`src/rtl/rskip_pkg.sv`:
```
package rskip_pkg;
  localparam int unsigned REG_W    = 8;
  localparam int unsigned ERR_BIT  = 0;
  localparam int unsigned SKIP_BIT = 2;
endpackage

```
`src/rtl/rskip_timer.sv`:
```
module rskip_timer #(
  parameter int unsigned CYCLES = 4
) (
  input  logic clk,
  input  logic rst_n,
  input  logic start,
  output logic busy,
  output logic done
);
  localparam int unsigned TW = $clog2(CYCLES + 1);

  logic [TW-1:0] cnt_q;

  always_ff @(posedge clk) begin
    if (!rst_n) cnt_q <= '0;
    else if (start && cnt_q == '0) cnt_q <= TW'(CYCLES);
    else if (cnt_q != '0) cnt_q <= cnt_q - 1'b1;
  end

  assign busy = (cnt_q != '0);
  assign done = (cnt_q == TW'(1));

  p_count_in_range_r4: assert property (@(posedge clk) disable iff (!rst_n)
    cnt_q <= TW'(CYCLES));
  p_done_ends_busy_r4: assert property (@(posedge clk) disable iff (!rst_n)
    done |=> !busy);
  p_start_sets_busy_r4: assert property (@(posedge clk) disable iff (!rst_n)
    (start && !busy) |=> busy);
endmodule

```
`src/rtl/rskip_guard.sv`:
```
module rskip_guard #(
  parameter int unsigned LW        = 8,
  parameter int unsigned MIN_READS = 4,
  parameter int unsigned MIN_LEFT  = 8
) (
  input  logic          have_pkt,
  input  logic [LW-1:0] rd_cnt,
  input  logic [LW-1:0] pkt_len,
  output logic          ok
);
  logic [LW-1:0] left;

  always_comb begin
    left = pkt_len - rd_cnt;
    ok   = have_pkt && (rd_cnt >= LW'(MIN_READS)) && (left > LW'(MIN_LEFT));
  end
endmodule

```
`src/rtl/rskip_cursor.sv`:
```
module rskip_cursor #(
  parameter int unsigned AW = 8,
  parameter int unsigned LW = 8,
  parameter int unsigned VW = 9
) (
  input  logic          clk,
  input  logic          rst_n,
  input  logic          xfer,
  input  logic [LW-1:0] hdr,
  input  logic          skip_done,
  input  logic          push,
  output logic [AW-1:0] ptr,
  output logic [LW-1:0] rd_cnt,
  output logic [LW-1:0] len,
  output logic [VW-1:0] avail
);
  localparam int unsigned SW = (AW > LW) ? AW : LW;

  logic [AW-1:0] ptr_q, start_q, jump;
  logic [LW-1:0] cnt_q, len_q, eff_len;
  logic [VW-1:0] avail_q;
  logic [SW-1:0] jump_w;
  logic          last, pop;

  always_comb begin
    eff_len = (cnt_q == '0) ? hdr : len_q;
    last    = xfer && ((cnt_q + 1'b1) == eff_len);
    pop     = skip_done || last;
    jump_w  = SW'(start_q) + SW'(len_q);
    jump    = jump_w[AW-1:0];
  end

  always_ff @(posedge clk) begin
    if (!rst_n) begin
      ptr_q   <= '0;
      start_q <= '0;
      cnt_q   <= '0;
      len_q   <= '0;
    end else if (skip_done) begin
      ptr_q   <= jump;
      start_q <= jump;
      cnt_q   <= '0;
    end else if (xfer) begin
      ptr_q <= ptr_q + 1'b1;
      if (cnt_q == '0) len_q <= hdr;
      if (last) begin
        cnt_q   <= '0;
        start_q <= ptr_q + 1'b1;
      end else begin
        cnt_q <= cnt_q + 1'b1;
      end
    end
  end

  always_ff @(posedge clk) begin
    if (!rst_n) avail_q <= '0;
    else if (push && !pop) avail_q <= avail_q + 1'b1;
    else if (!push && pop) avail_q <= avail_q - 1'b1;
  end

  assign ptr    = ptr_q;
  assign rd_cnt = cnt_q;
  assign len    = len_q;
  assign avail  = avail_q;

  p_skip_restarts_count_r5: assert property (@(posedge clk) disable iff (!rst_n)
    skip_done |=> (cnt_q == '0));
  p_no_underflow_r3: assert property (@(posedge clk) disable iff (!rst_n)
    (pop && !push) |-> (avail_q != '0));
endmodule

```
`src/rtl/rskip_ctrl.sv`:
```
module rskip_ctrl
  import rskip_pkg::*;
#(
  parameter int unsigned DEPTH       = 256,
  parameter int unsigned DATA_W      = 8,
  parameter int unsigned SKIP_CYCLES = 4,
  parameter int unsigned MIN_READS   = 4,
  parameter int unsigned MIN_LEFT    = 8,
  localparam int unsigned AW         = $clog2(DEPTH),
  localparam int unsigned VW         = $clog2(DEPTH + 1)
) (
  input  logic              clk,
  input  logic              rst_n,
  input  logic              cfg_wr,
  input  logic [REG_W-1:0]  cfg_wdata,
  output logic [REG_W-1:0]  cfg_rdata,
  input  logic              pkt_push,
  output logic [VW-1:0]     avail_cnt,
  output logic [AW-1:0]     buf_addr,
  input  logic [DATA_W-1:0] buf_rdata,
  output logic              rx_valid,
  input  logic              rx_ready,
  output logic [DATA_W-1:0] rx_data
);
  logic              busy, done, ok, err_q;
  logic              skip_req, accept, reject, xfer;
  logic [DATA_W-1:0] rd_cnt, pkt_len;
  logic              unused_wbits;

  assign unused_wbits = ^cfg_wdata;

  assign skip_req = cfg_wr && cfg_wdata[SKIP_BIT] && !busy;
  assign accept   = skip_req && ok;
  assign reject   = skip_req && !ok;
  assign rx_valid = (avail_cnt != '0) && !busy;
  assign xfer     = rx_valid && rx_ready;
  assign rx_data  = buf_rdata;

  rskip_guard #(.LW(DATA_W), .MIN_READS(MIN_READS), .MIN_LEFT(MIN_LEFT)) u_guard (
    .have_pkt(avail_cnt != '0), .rd_cnt(rd_cnt), .pkt_len(pkt_len), .ok(ok));

  rskip_timer #(.CYCLES(SKIP_CYCLES)) u_timer (
    .clk(clk), .rst_n(rst_n), .start(accept), .busy(busy), .done(done));

  rskip_cursor #(.AW(AW), .LW(DATA_W), .VW(VW)) u_cursor (
    .clk(clk), .rst_n(rst_n), .xfer(xfer), .hdr(buf_rdata), .skip_done(done),
    .push(pkt_push), .ptr(buf_addr), .rd_cnt(rd_cnt), .len(pkt_len), .avail(avail_cnt));

  always_ff @(posedge clk) begin
    if (!rst_n) err_q <= 1'b0;
    else if (reject) err_q <= 1'b1;
    else if (cfg_wr && cfg_wdata[ERR_BIT]) err_q <= 1'b0;
  end

  always_comb begin
    cfg_rdata           = '0;
    cfg_rdata[SKIP_BIT] = busy;
    cfg_rdata[ERR_BIT]  = err_q;
  end

  p_busy_blocks_stream_r10: assert property (@(posedge clk) disable iff (!rst_n)
    busy |-> !rx_valid);
  p_reject_flags_r7: assert property (@(posedge clk) disable iff (!rst_n)
    reject |=> cfg_rdata[ERR_BIT]);
  p_reject_keeps_ptr_r8: assert property (@(posedge clk) disable iff (!rst_n)
    (reject && !xfer) |=> $stable(buf_addr));
  p_hold_under_backpressure_r2: assert property (@(posedge clk) disable iff (!rst_n)
    (rx_valid && !rx_ready && !accept) |=> (rx_valid && $stable(buf_addr)));
endmodule

```
`config.mk`:
```
export PLATFORM = sky130hd
export DESIGN_NAME = rskip_ctrl
export DESIGN_NICKNAME = d
export VERILOG_FILES = /design/src/rtl/rskip_pkg.sv /design/src/rtl/rskip_timer.sv /design/src/rtl/rskip_guard.sv /design/src/rtl/rskip_cursor.sv /design/src/rtl/rskip_ctrl.sv
export SDC_FILE = /design/constraint.sdc
export NUM_CORES = 1
export LEC_CHECK = 0
export BUFFER_PORTS_ARGS = -buffer_cell sky130_fd_sc_hd__buf_2
export CAP_MARGIN = 20
export CORE_UTILIZATION = 45
export CTS_BUF_LIST = sky130_fd_sc_hd__clkbuf_8 sky130_fd_sc_hd__clkbuf_16
export DETAILED_ROUTE_END_ITERATION = 10
export MAX_ROUTING_LAYER = met4
export PLACE_DENSITY = 0.72
export SYNTH_ARGS = -nofsm -noshare
export SYNTH_HDL_FRONTEND = slang
export SYNTH_SLANG_ARGS = --single-unit
export TNS_END_PERCENT = 100
```
`constraint.sdc`:
```
create_clock -name clk -period 12.15 [get_ports clk]
set_clock_uncertainty 0.15 [all_clocks]
set_input_delay 0 -clock clk [delete_from_list [all_inputs] [get_ports clk]]
set_output_delay 0 -clock clk [all_outputs]
set_load 0.03 [all_outputs]
```
Word-level counts from Yosys, hierarchy flattened
Cells that the tools add are included. Widths: inputs -> output; s select.

$add $sub $neg: 7. Order comparisons: 2. Equal/unequal tests: 2. Muxes and demuxes: 13. Bitwise operators: 2. Reductions and logical operators: 31.

Operators with widths (number): $mux 8 (7); $mux 9 (2); $add 8x1->8 const B (2); $logic_and 1x1->1 (13); $reduce_bool 2->1 (5); $add 9x1->9 const B (1); $reduce_bool 9->1 (1); $sub 9x1->9 const B (1); $add 8x8->8 (1); $eq 8x8->1 (1); $ge 8x3->1 const B (1); $gt 8x4->1 const B (1); $logic_not 8->1 (1); $sub 8x8->8 (1); $mux 3 (2); $logic_not 1->1 (4); $reduce_and 2->1 (2); $reduce_or 2->1 (2); $eq 3x1->1 const B (1); $logic_not 3->1 (1); $reduce_bool 3->1 (1); $sub 3x1->3 const B (1); $mux 1 (2); $not 1->1 (2); $logic_or 1x1->1 (1).

Register bits: 45. Output and inout port bits: 34. Word-level logic and storage cells: 65.

Depth between registers and ports, before layout
Gate-level depths: netlist of run 1.

Depth after elaboration: 9. Gate-level depth with buffers: 20. Gate-level depth less buffers: 19.

By module
From an unflattened synthesis of run 1, not the netlist that was laid out.

Cells, all modules: 435. Area, all modules: 3577.2 µm².

Modules (own cells, without submodules): rskip_cursor (instances 1, cells each 336, area an instance 2791.4 µm²); rskip_guard (instances 1, cells each 50, area an instance 374.1 µm²); rskip_ctrl (instances 1, cells each 29, area an instance 224.0 µm²); rskip_timer (instances 1, cells each 20, area an instance 187.7 µm²).

Least setup slack after synthesis of run 1
OpenSTA, ideal clock, no wires.

Kind: register to register. From: register u_cursor.cnt_q[1], in the netlist u_cursor.rd_cnt[1]. To: register u_cursor.avail_q[7], in the netlist u_cursor.avail[7]. Setup time: 0.117 ns. Arrival: 3.894 ns. Data required time: 11.883 ns. Setup slack: 7.989 ns. Cell stages (with the launch flop): 20. Path buffers: 0. Clock period less this slack: 4.161 ns. Path through: dfxtp_1 > inv_1 > ha_1 > or3b_2 > o21ai_4 > nand3_2 > a2111oi_4 > nand4b_2 > nand2_2 > inv_2 > ha_1 > inv_1 > ha_1 > a21o_1 > a21o_1 > a21o_1 > a21o_1 > a31oi_1 > mux2i_1 > nand2_1.

Cells in the longest elaborated chain, start to end: 8.

RTL lines: start, declared (line rskip_cursor.sv:20) `logic [LW-1:0] cnt_q, len_q, eff_len;`; start signal, assigned (line rskip_cursor.sv:50) `cnt_q <= cnt_q + 1'b1;`; branches (longest 2 deep; another with $add 8x1->8); $eq 8x8->1 (*) (line rskip_cursor.sv:27) `last = xfer && ((cnt_q + 1'b1) == eff_len);`; $logic_and 1x1->1 (*) (line rskip_cursor.sv:27); $logic_or 1x1->1 (*) (line rskip_cursor.sv:28) `pop = skip_done || last;`; $logic_not 1->1 (line rskip_cursor.sv:57) `else if (push && !pop) avail_q <= avail_q + 1'b1;`; $logic_and 1x1->1 (line rskip_cursor.sv:57); $mux 9 or $reduce_bool 2->1 (tied branches); end signal, assigned (line rskip_cursor.sv:57); end signal, assigned (line rskip_cursor.sv:58) `else if (!push && pop) avail_q <= avail_q - 1'b1;`; end, declared (line rskip_cursor.sv:21) `logic [VW-1:0] avail_q;`.

Every way passes the cells marked *. A chain may end at the register's enable or synchronous reset.

Worst setup path after layout of run 1
From: register u_cursor.cnt_q[2], in the netlist u_cursor.rd_cnt[2]. To: register u_cursor.avail_q[8], in the netlist u_cursor.avail[8].

Same word-level chain as after synthesis.

==> results of run 1 <==
path summary, 6_finish.rpt:
path                                          start                   to  slack [ns]  cells after the start
worst max-delay path             u_cursor.rd_cnt[2]    u_cursor.avail[8]        6.76                     17
worst min register to register  u_cursor.start_q[2]  u_cursor.start_q[2]        0.33                      2
worst max register to register   u_cursor.rd_cnt[2]    u_cursor.avail[8]        6.76                     17
worst min-delay path                         cfg_wr     u_timer.cnt_q[2]        0.02                      4
Yosys cell counts (all sizes together), types with 5 or more instances:
| library cell | count | area (µm²) |
|---|---|---|
| a211oi | 7 | 62.56 |
| a21boi | 5 | 37.54 |
| a21o | 8 | 60.06 |
| a21oi | 30 | 150.1 |
| a31oi | 6 | 37.54 |
| and3 | 13 | 81.33 |
| buf | 23 | 168.9 |
| clkbuf | 13 | 48.80 |
| dfxtp | 45 | 900.9 |
| ha | 29 | 362.9 |
| inv | 25 | 93.84 |
| mux2i | 11 | 110.1 |
| nand2 | 30 | 115.1 |
| nand3 | 25 | 130.1 |
| nor2 | 32 | 120.1 |
| nor2b | 7 | 43.79 |
| nor3 | 13 | 65.06 |
| nor4 | 7 | 65.06 |
| o21ai | 28 | 151.4 |
| o31ai | 6 | 50.05 |
| or3 | 7 | 43.79 |
| xnor2 | 20 | 175.2 |
| xor2 | 5 | 43.79 |
worst reg2reg max path: cells and delay by family, from the launching register on:
family / cells / cell delay [ns]
and+or+nand+nor: 5 / 2.41
adders and majority gates: 2 / 0.53
AOI/OAI and AO/OA: 7 / 1.37
xor gates and xnor gates: 1 / 0.15
buffers and inverters: 2 / 0.33
DFF: 1 / 0.39
power breakdown:
part | internal (mW) | leakage (nW) | total, mW | switching, mW
combinational | 0.227 | 1.24 | 0.564 | 0.336
clock | 0.0817 | 0.0681 | 0.135 | 0.0537
sequential | 0.191 | 0.368 | 0.241 | 0.0500
total | 0.500 | 1.67 | 0.940 | 0.440
area by class of cell:
class                      count  area [µm²]  share of cell area, %
clock buffer                   5       68.82                  1.758
clock inverter                 3       65.06                  1.662
inverter                      25       93.84                  2.398
multi-input combinational    332        2291                  58.54
sequential                    45       900.9                  23.02
tap                           99       123.9                  3.165
timing repair buffer          59       370.4                  9.463
metrics by stage:
stage	cell area, µm²	hold WS [ns]
2_1_floorplan	3503	-0.01833
3_3_place_gp	3650	0.1205
3_5_place_dp	3650	0.1329
4_1_cts	3914	0.01342
5_1_grt	3914	0.04723
6_report	3914	0.02492
registers in the layout, indices dropped and copies added (netlist names):
name,count
u_cursor.ptr,8
u_timer.cnt_q,3
u_cursor.avail,9
u_cursor.len,8
err_q,1
u_cursor.rd_cnt,8
u_cursor.start_q,8
logic make-up after synthesis:
| group | after synthesis | synth area share (%) |
|---|---|---|
| xor gates and xnor gates | 25 | 6.284 |
| other | 1 | 0.1076 |
| buffers and inverters | 61 | 8.941 |
| muxes | 11 | 3.160 |
| and+or+nand+nor | 153 | 23.52 |
| AOI/OAI and AO/OA | 105 | 20.00 |
| adders and majority gates | 32 | 12.14 |
| DFF | 45 | 25.85 |
what timing repair did:
action	4_1_cts	5_1_grt
resized for setup	0	0
hold buffers	13	0
endpoints found under the hold margin	20	0
placed cells by master, fill, tap and decap left out, types with 4 or more instances in the layout:
master,count
dfxtp_1,45
buf_2,42
nor2_1,32
a21oi_1,30
nand2_1,29
ha_1,29
inv_1,24
nand3_1,24
o21ai_0,23
xnor2_1,20
and3_1,13
nor3_1,13
dlygate4sd3_1,13
mux2i_1,11
a21o_1,8
nor2b_1,7
or3_1,7
a31oi_1,6
conb_1,6
a21boi_0,5
nor4_1,5
xor2_1,5
a211oi_1,5
o31ai_1,5
clkbuf_8,5
o21ai_1,4
buf_4,4
metal layers:
metal  up-vias  share of wire (%)  global-route usage, %
met1      1504                 45                  26.27
met3        12                4.9                  3.046
met5         -                  0                      -
li1       1592                  -                      -
met2        79                 49                  36.41
met4         0                1.6                  7.661
==> results.sh, run 1 <==
export IMPL_status="complete, no violations"
export IMPL_cp_required_ns=12.24
export IMPL_setup_viol=0
export IMPL_track_usage_pct=21.55
export IMPL_fmax_ghz=0.1857
export IMPL_wl_um=8358
export IMPL_dp_slack_ns=6.846
export IMPL_end_kind="register"
export IMPL_yosys_most_used_dff="dfxtp_1"
export IMPL_drtIter0Drc=135
export IMPL_crit_chain="nor4_2 > a21boi_0 > o211a_1 > nor4_1 > nand4b_2 > nand2_2 > inv_2 > ha_1 > inv_1 > ha_1 > a21oi_1 > a21boi_0 > o21ai_0 > a21oi_1 > xnor2_1 > or3_1 > a21oi_1"
export IMPL_period_needed_ns=5.386
export IMPL_root_buffer="clkbuf_8"
export IMPL_syn_mean_instance_area_um2=8.048
export IMPL_path_class="reg2reg"
export IMPL_maxSlewHeadroom_pct=33.44
export IMPL_crit_top_cell="a21oi_1"
export IMPL_routedWlPerCell_um=14.71
export IMPL_synth_edff_count=0
export IMPL_area_growth_pct=12.32
export IMPL_rsz0062_at_grt="no"
export IMPL_grt_max_degree=31
export IMPL_die_h_um=90.00
export IMPL_rows=31
export IMPL_ys_warn_count=0
export IMPL_num_io_pins=55
export IMPL_drv_cap=0
export IMPL_grt_pass1_vias=3058
export IMPL_arrival_ns=5.47
export IMPL_critPathMaxFanout=15
export IMPL_insertion_delay_ns=0.30
export IMPL_overflow=0
export IMPL_worst_slew_pin_slew_ns=0.9902
export IMPL_ys_seq_elements=45
export IMPL_slowest_stage="nor4_2"
export IMPL_nFillCells=736
export IMPL_start_util_pct=47.28
export IMPL_max_stage_delay_ns=0.89
export IMPL_synth_cell_area_um2=3485
export IMPL_tns_ns=0
export IMPL_dpl_cell_count=547
export IMPL_antenna_found_initial=0
export IMPL_instances_no_fill=568
export IMPL_grt_pass1_wl_um=14040
export IMPL_viasPerCell=5.611
export IMPL_io_buffers=42
export IMPL_hold_class="in2reg"
export IMPL_die_area_um2=8099
export IMPL_path_buf_inv=2
export IMPL_cp_top_family="simple AND/OR/NAND/NOR gates"
export IMPL_fin_crit_sh_pct=44.33
export IMPL_drive_above_1_share_pct=14.93
export IMPL_nNetsFinal=521
export IMPL_powerDensity_nw_per_um2=240.2
export IMPL_ant_nets=0
export IMPL_syn_inst=433
export IMPL_synthArstFlopShare_pct=0
export IMPL_total_power_mw=0.9402
export IMPL_route_detailed_drc=0
export IMPL_clk_path_buf_depth=2
export IMPL_post_cts_buffers=0
export IMPL_final_hold_viol_count=0
export IMPL_p_leak_nw=1.672
export IMPL_cts_sinks=45
export IMPL_peakVddDrop_mv=0.1640
export IMPL_finalCoreUtilization_pct=53.11
export IMPL_synth_cell_types=60
export IMPL_slew_violations=0
export IMPL_drt_pass1_iterations=4
export IMPL_hpwl_um=6183
export IMPL_die_w_um=90.00
export IMPL_cts_made_buffers=5
export IMPL_ys_seq_area_share_pct=25.85
export IMPL_fin_ws_ns=6.764
export IMPL_cts_tree="built"
export IMPL_coreArea_um2=7370
export IMPL_dr_total_vias=3187
export IMPL_htreeDepth=2
export IMPL_diodes=0
export IMPL_clkTransAtPathRegs_ns=0.09
export IMPL_gp_congestion=0.8671
export IMPL_critPathLaunchType="register"
(Power assumes the default switching activity.)
==> run 2, diff against run 1 <==
--- a/config.mk
+++ b/config.mk
@@ -11,7 +11,7 @@
 export CTS_BUF_LIST = sky130_fd_sc_hd__clkbuf_8 sky130_fd_sc_hd__clkbuf_16
 export DETAILED_ROUTE_END_ITERATION = 10
 export MAX_ROUTING_LAYER = met4
-export PLACE_DENSITY = 0.72
+export PLACE_DENSITY = 0.74
 export SYNTH_ARGS = -nofsm -noshare
 export SYNTH_HDL_FRONTEND = slang
 export SYNTH_SLANG_ARGS = --single-unit
==> constraint.sdc (replaced) <==
create_clock -name clk -period 4.85 [get_ports clk]
set_clock_uncertainty 0.15 [all_clocks]
set_input_delay 0 -clock clk [delete_from_list [all_inputs] [get_ports clk]]
set_output_delay 0 -clock clk [all_outputs]
set_load 0.03 [all_outputs]
==> run 2 against run 1 <==
Compared with the run above:
- largest power group unchanged
- die area is the same
- non-clock buffer count grew 5
- critical path type unchanged
- worst hold slack worse by 0.0054 ns
- wire length decreased by 2.0%
==> results.sh, run 2 (synthesis gave the netlist of run 1 again) <==
export IMPL_io_buffers=42
export IMPL_powerDensity_nw_per_um2=576.4
export IMPL_clkTransAtPathRegs_ns=0.09
export IMPL_period_needed_ns=4.441
export IMPL_nNetsFinal=526
export IMPL_tns_ns=0
export IMPL_die_w_um=90.00
export IMPL_fmax_ghz=0.2252
export IMPL_path_buf_inv=3
export IMPL_rsz0062_at_grt="no"
export IMPL_diodes=0
export IMPL_maxSlewHeadroom_pct=46.69
export IMPL_dr_total_vias=3125
export IMPL_viasPerCell=5.454
export IMPL_die_area_um2=8099
export IMPL_instances_no_fill=573
export IMPL_grt_max_degree=31
export IMPL_drive_above_1_share_pct=15.82
export IMPL_wl_um=8188
export IMPL_grt_pass1_vias=2854
export IMPL_area_growth_pct=12.06
export IMPL_place_area_um2=3687
export IMPL_track_usage_pct=21.05
export IMPL_drtIter0Drc=208
export IMPL_critPathLaunchType="register"
export IMPL_status="complete, no violations"
export IMPL_max_stage_delay_ns=0.56
export IMPL_arrival_ns=4.49
export IMPL_path_class="reg2reg"
export IMPL_largest_reg_flops=9
export IMPL_rows=31
export IMPL_p_leak_nw=1.678
export IMPL_hpwl_um=6181
export IMPL_gp_congestion=0.8937
export IMPL_die_h_um=90.00
export IMPL_start_util_pct=47.28
export IMPL_overflow=0
export IMPL_ant_nets=0
export IMPL_fin_ws_ns=0.4088
export IMPL_route_detailed_drc=0
export IMPL_multiInputGateArea_um2=2296
export IMPL_nFillCells=686
export IMPL_peakVddDrop_mv=0.3795
export IMPL_insertion_delay_ns=0.31
export IMPL_slew_violations=0
export IMPL_htreeDepth=2
export IMPL_final_cell_mix="dfxtp_1, buf_2, nor2_1"
export IMPL_gr_usage_met3_pct=3.046
export IMPL_critPathMaxFanout=6
export IMPL_hold_class="in2reg"
export IMPL_cts_tree="built"
export IMPL_dp_slack_ns=0.3883
export IMPL_slowest_stage="or3b_2"
export IMPL_crit_top_cell="a21o_1"
export IMPL_worst_slew_pin_slew_ns=0.7937
export IMPL_fin_crit_sh_pct=91.57
export IMPL_drt_pass1_iterations=4
export IMPL_mostFrequentLayoutCell="dfxtp_1"
export IMPL_cts_made_buffers=5
export IMPL_cp_top_family="compound AO/OA/AOI/OAI gates"
export IMPL_top_usage_layer="met2"
export IMPL_setup_viol=0
export IMPL_cts_sinks=45
export IMPL_dpl_cell_count=552
export IMPL_routedWlPerCell_um=14.29
export IMPL_clk_path_buf_depth=2
export IMPL_num_io_pins=55
export IMPL_final_hold_viol_count=0
export IMPL_area_sequential_um2=900.9
export IMPL_grt_pass1_wl_um=13510
export IMPL_fin_hold_ws_ns=0.01952
export IMPL_crit_chain="inv_1 > ha_1 > or3b_2 > o21ai_4 > nand3_2 > a2111oi_4 > nand4b_2 > nand2_2 > inv_2 > ha_1 > inv_1 > ha_1 > a21o_1 > a21o_1 > a21o_1 > a21o_1 > a31oi_1 > mux2i_1 > nand2_1"
export IMPL_gr_usage_met2_pct=36.47
export IMPL_fin_area_um2=3905
export IMPL_cp_required_ns=4.90
export IMPL_antenna_found_initial=0
export IMPL_root_buffer="clkbuf_8"
export IMPL_coreArea_um2=7370
export IMPL_end_kind="register"
export IMPL_drv_cap=0
export IMPL_gr_usage_met1_pct=25.99
run 2: cell count changes in the layout (fill, tap and decap cells not counted), sizes merged:
cell / previous run / this run
clkinv: 1 / 2
buf: 46 / 51
bufinv: 2 / 0
inv: 25 / 26
run 2: cell type report:
cell class                      instances  share of cell area (%)
Multi-Input combinational cell        332                   58.80
Sequential cell                        45                   23.07
Timing Repair Buffer                   64                   10.45
Tap cell                               99                   3.172
Inverter                               25                   2.403
Clock buffer                            5                   1.762
Clock inverter                          3                  0.3525
run 2: worst reg2reg max path, stage by stage, from the launching register on:
cell and delay [ns]:
dfxtp_1 0.40, inv_1 0.12, ha_1 0.18, or3b_2 0.56, o21ai_4 0.17, nand3_2 0.11
a2111oi_4 0.39, nand4b_2 0.19, nand2_2 0.15, inv_2 0.05, ha_1 0.21, inv_1 0.15
ha_1 0.25, a21o_1 0.17, a21o_1 0.19, a21o_1 0.17, a21o_1 0.20, a31oi_1 0.24
mux2i_1 0.22, nand2_1 0.06
run 2: stage by stage:
| step | utilization (%) | power (mW) |
|---|---|---|
| after detailed placement | 50.03 | 2.012 |
| after global placement | 50.03 | 1.960 |
| after floorplan | - | 1.700 |
| after CTS | 52.92 | 2.262 |
| after global routing | 52.99 | 2.449 |
| final | 52.99 | 2.251 |
run 2: what timing repair did:
| item | in CTS | in global routing |
|---|---|---|
| endpoints found under the setup margin | 0 | 2 |
| resized for setup | 0 | 1 |
| endpoints found under the hold margin | 20 | 0 |
| buffers inserted | 0 | 0 |
| hold buffers | 13 | 0 |
run 2: power breakdown:
group | total [mW] | internal [mW] | switching, mW
Combinational | 1.42 | 0.577 | 0.839
Sequential | 0.602 | 0.479 | 0.123
Clock | 0.232 | 0.0981 | 0.134
Total | 2.25 | 1.15 | 1.10
run 2: worst paths after layout:
path                             from                   to  slack [ns]  cells past startpoint
setup / recovery   u_cursor.rd_cnt[1]    u_cursor.avail[7]        0.41                     19
hold reg to reg   u_cursor.start_q[3]  u_cursor.start_q[3]        0.33                      2
setup reg to reg   u_cursor.rd_cnt[1]    u_cursor.avail[7]        0.41                     19
hold / removal                 cfg_wr     u_timer.cnt_q[2]        0.02                      4
run 2: routing by layer:
layer / share of wire, % / up-vias
met5: 0 / -
met4: 0.85 / 0
met3: 3.5 / 7
met2: 47 / 59
met1: 49 / 1450
li1: - / 1609
==> run 3, diff against run 2 <==
--- a/config.mk
+++ b/config.mk
@@ -10,6 +10,7 @@
 export CORE_UTILIZATION = 45
 export CTS_BUF_LIST = sky130_fd_sc_hd__clkbuf_8 sky130_fd_sc_hd__clkbuf_16
 export DETAILED_ROUTE_END_ITERATION = 10
+export HOLD_SLACK_MARGIN = 0.02
 export MAX_ROUTING_LAYER = met4
 export PLACE_DENSITY = 0.74
 export SYNTH_ARGS = -nofsm -noshare
==> constraint.sdc (replaced) <==
create_clock -name clk -period 4 [get_ports clk]
set_clock_uncertainty 0.15 [all_clocks]
set_input_delay 0 -clock clk [delete_from_list [all_inputs] [get_ports clk]]
set_output_delay 0 -clock clk [all_outputs]
set_load 0.03 [all_outputs]
==> run 3 against run 2 <==
Compared with the run above:
- global-route usage grew 2.0 points
- via count grew 8.7%
- wire length up 13%
- worst hold slack improved by 0.057 ns
- sequential share of layout area shrank 2.1 points
- critical endpoint is now u_cursor.avail[8]
- largest cell class unchanged
==> results.sh, run 3 (synthesis gave the netlist of run 1 again) <==
export IMPL_status="complete, no violations"
export IMPL_end_kind="register"
export IMPL_fmax_ghz=0.2530
export IMPL_drtIter0Drc=233
export IMPL_hold_class="in2reg"
export IMPL_worst_slew_pin_slew_ns=0.7774
export IMPL_period_needed_ns=3.952
export IMPL_root_buffer="clkbuf_8"
export IMPL_crit_chain="buf_12 > nor4_4 > buf_4 > nand3_2 > a21o_1 > a2111oi_4 > nand4b_4 > nand2_2 > inv_2 > ha_4 > inv_4 > buf_4 > ha_1 > or2_2 > a21oi_2 > a21oi_2 > xnor2_1 > or3_1 > a21oi_1"
export IMPL_cts_tree="built"
export IMPL_maxSlewHeadroom_pct=47.79
export IMPL_hpwl_um=6406
export IMPL_crit_reg2reg_capture="u_cursor.avail[8]"
export IMPL_r2r_slack_ns=0.05
export IMPL_p_leak_nw=1.873
export IMPL_viasPerCell=5.633
export IMPL_io_buffers=42
export IMPL_fin_crit_sh_pct=98.80
export IMPL_r2r_start="u_cursor.rd_cnt[2]"
export IMPL_cp_required_ns=4.09
export IMPL_setup_viol=0
export IMPL_max_stage_delay_ns=0.42
export IMPL_ant_nets=0
export IMPL_fin_hold_ws_ns=0.07693
export IMPL_drv_cap=0
export IMPL_total_power_mw=3.085
export IMPL_final_hold_viol_count=0
export IMPL_critPathMaxFanout=6
export IMPL_wl_um=9213
export IMPL_powerDensity_nw_per_um2=715.3
export IMPL_drt_pass1_iterations=7
export IMPL_die_h_um=90.00
export IMPL_crit_start="u_cursor.rd_cnt[2]"
export IMPL_cts_sinks=45
export IMPL_nNetsFinal=556
export IMPL_clkTransAtPathRegs_ns=0.09
export IMPL_fin_ws_ns=0.04812
export IMPL_clk_path_buf_depth=2
export IMPL_route_detailed_drc=0
export IMPL_num_io_pins=55
export IMPL_dp_slack_ns=-0.02481
export IMPL_slew_violations=0
export IMPL_largest_reg_flops=9
export IMPL_htreeDepth=2
export IMPL_cts_made_buffers=5
export IMPL_grt_max_degree=31
export IMPL_grt_pass1_wl_um=14740
export IMPL_instances_no_fill=603
export IMPL_diodes=0
export IMPL_path_class="reg2reg"
export IMPL_coreArea_um2=7370
export IMPL_start_util_pct=47.28
export IMPL_routedWlPerCell_um=15.28
export IMPL_overflow=0
export IMPL_arrival_ns=4.05
export IMPL_final_cell_mix="buf_2, dfxtp_1, buf_4"
export IMPL_finalCoreUtilization_pct=58.52
export IMPL_gp_congestion=0.8601
export IMPL_insertion_delay_ns=0.31
export IMPL_die_w_um=90.00
export IMPL_grt_pass1_vias=3167
export IMPL_critPathLaunchType="register"
export IMPL_rows=31
export IMPL_antenna_found_initial=0
export IMPL_mostFrequentLayoutCell="buf_2"
export IMPL_dpl_cell_count=568
export IMPL_dr_total_vias=3397
export IMPL_endpoint="u_cursor.avail[8]"
export IMPL_die_area_um2=8099
export IMPL_drive_above_1_share_pct=25.40
export IMPL_slowest_stage="a2111oi_4"
export IMPL_peakVddDrop_mv=0.5151
export IMPL_rr_worst_depth=19
export IMPL_track_usage_pct=23.02
export IMPL_area_growth_pct=23.77
-- run 3: area by class of cell --
type	instances	area, µm²
fill	646	3057
timing repair buffer	94	646.9
sequential	45	905.9
clock buffer	6	82.58
clock inverter	2	33.78
tap	99	123.9
multi-input combinational	332	2424
inverter	25	96.34
-- run 3: report_power, final --
part	switching [mW]	internal (mW)
Combinational	1.14	0.863
Sequential	0.140	0.582
Clock	0.163	0.201
Total	1.44	1.65
-- run 3: timing repair --
| action | in CTS | in global routing |
|---|---|---|
| buffers inserted | 3 | 8 |
| gates resized for setup | 7 | 26 |
| pin swaps | 7 | 12 |
| endpoints found under the setup margin | 2 | 4 |
| hold buffers | 14 | 0 |
| gates cloned | 1 | 1 |
| hold endpoints to repair | 20 | 0 |
-- run 3: worst min path at each step --
| stage | cells past startpoint | from | to |
|---|---|---|---|
| 2_1_floorplan | 1 | buf_rdata[0] | rx_data[0] |
| 3_3_place_gp | 3 | buf_rdata[7] | u_cursor.len[7] |
| 3_5_place_dp | 3 | buf_rdata[2] | u_cursor.len[2] |
| 4_1_cts | 5 | rx_ready | u_cursor.rd_cnt[1] |
| 5_1_grt | 4 | pkt_push | u_cursor.avail[4] |
| 6_report | 4 | pkt_push | u_cursor.avail[7] |
-- run 3: metal layers --
| metal | global-route usage (%) | vias to the layer above | routed length, µm |
|---|---|---|---|
| met4 | 8.871 | 0 | 176 |
| met3 | 3.299 | 15 | 511 |
| li1 | - | 1663 | - |
| met2 | 37.76 | 111 | 4559 |
| met1 | 28.68 | 1608 | 3965 |
| met5 | - | - | 0 |
-- run 3: worst max-delay path, delay by kind of cell (launching register included) --
| kind | cells | cell delay [ns] |
|---|---|---|
| AO/OA/AOI/OAI | 5 | 0.99 |
| XOR/XNOR | 1 | 0.13 |
| adder cells (fa/ha/maj) | 2 | 0.39 |
| buffers and inverters | 5 | 0.60 |
| flip-flops | 1 | 0.35 |
| AND/OR/NAND/NOR | 6 | 1.25 |
-- run 3: stage by stage --
stage	TNS, ns	cell area (µm²)
6_report	0	4313
5_1_grt	-0.1328	4313
4_1_cts	0	4156
3_5_place_dp	-0.04672	3851
3_3_place_gp	0	3851
2_1_floorplan	0	3535
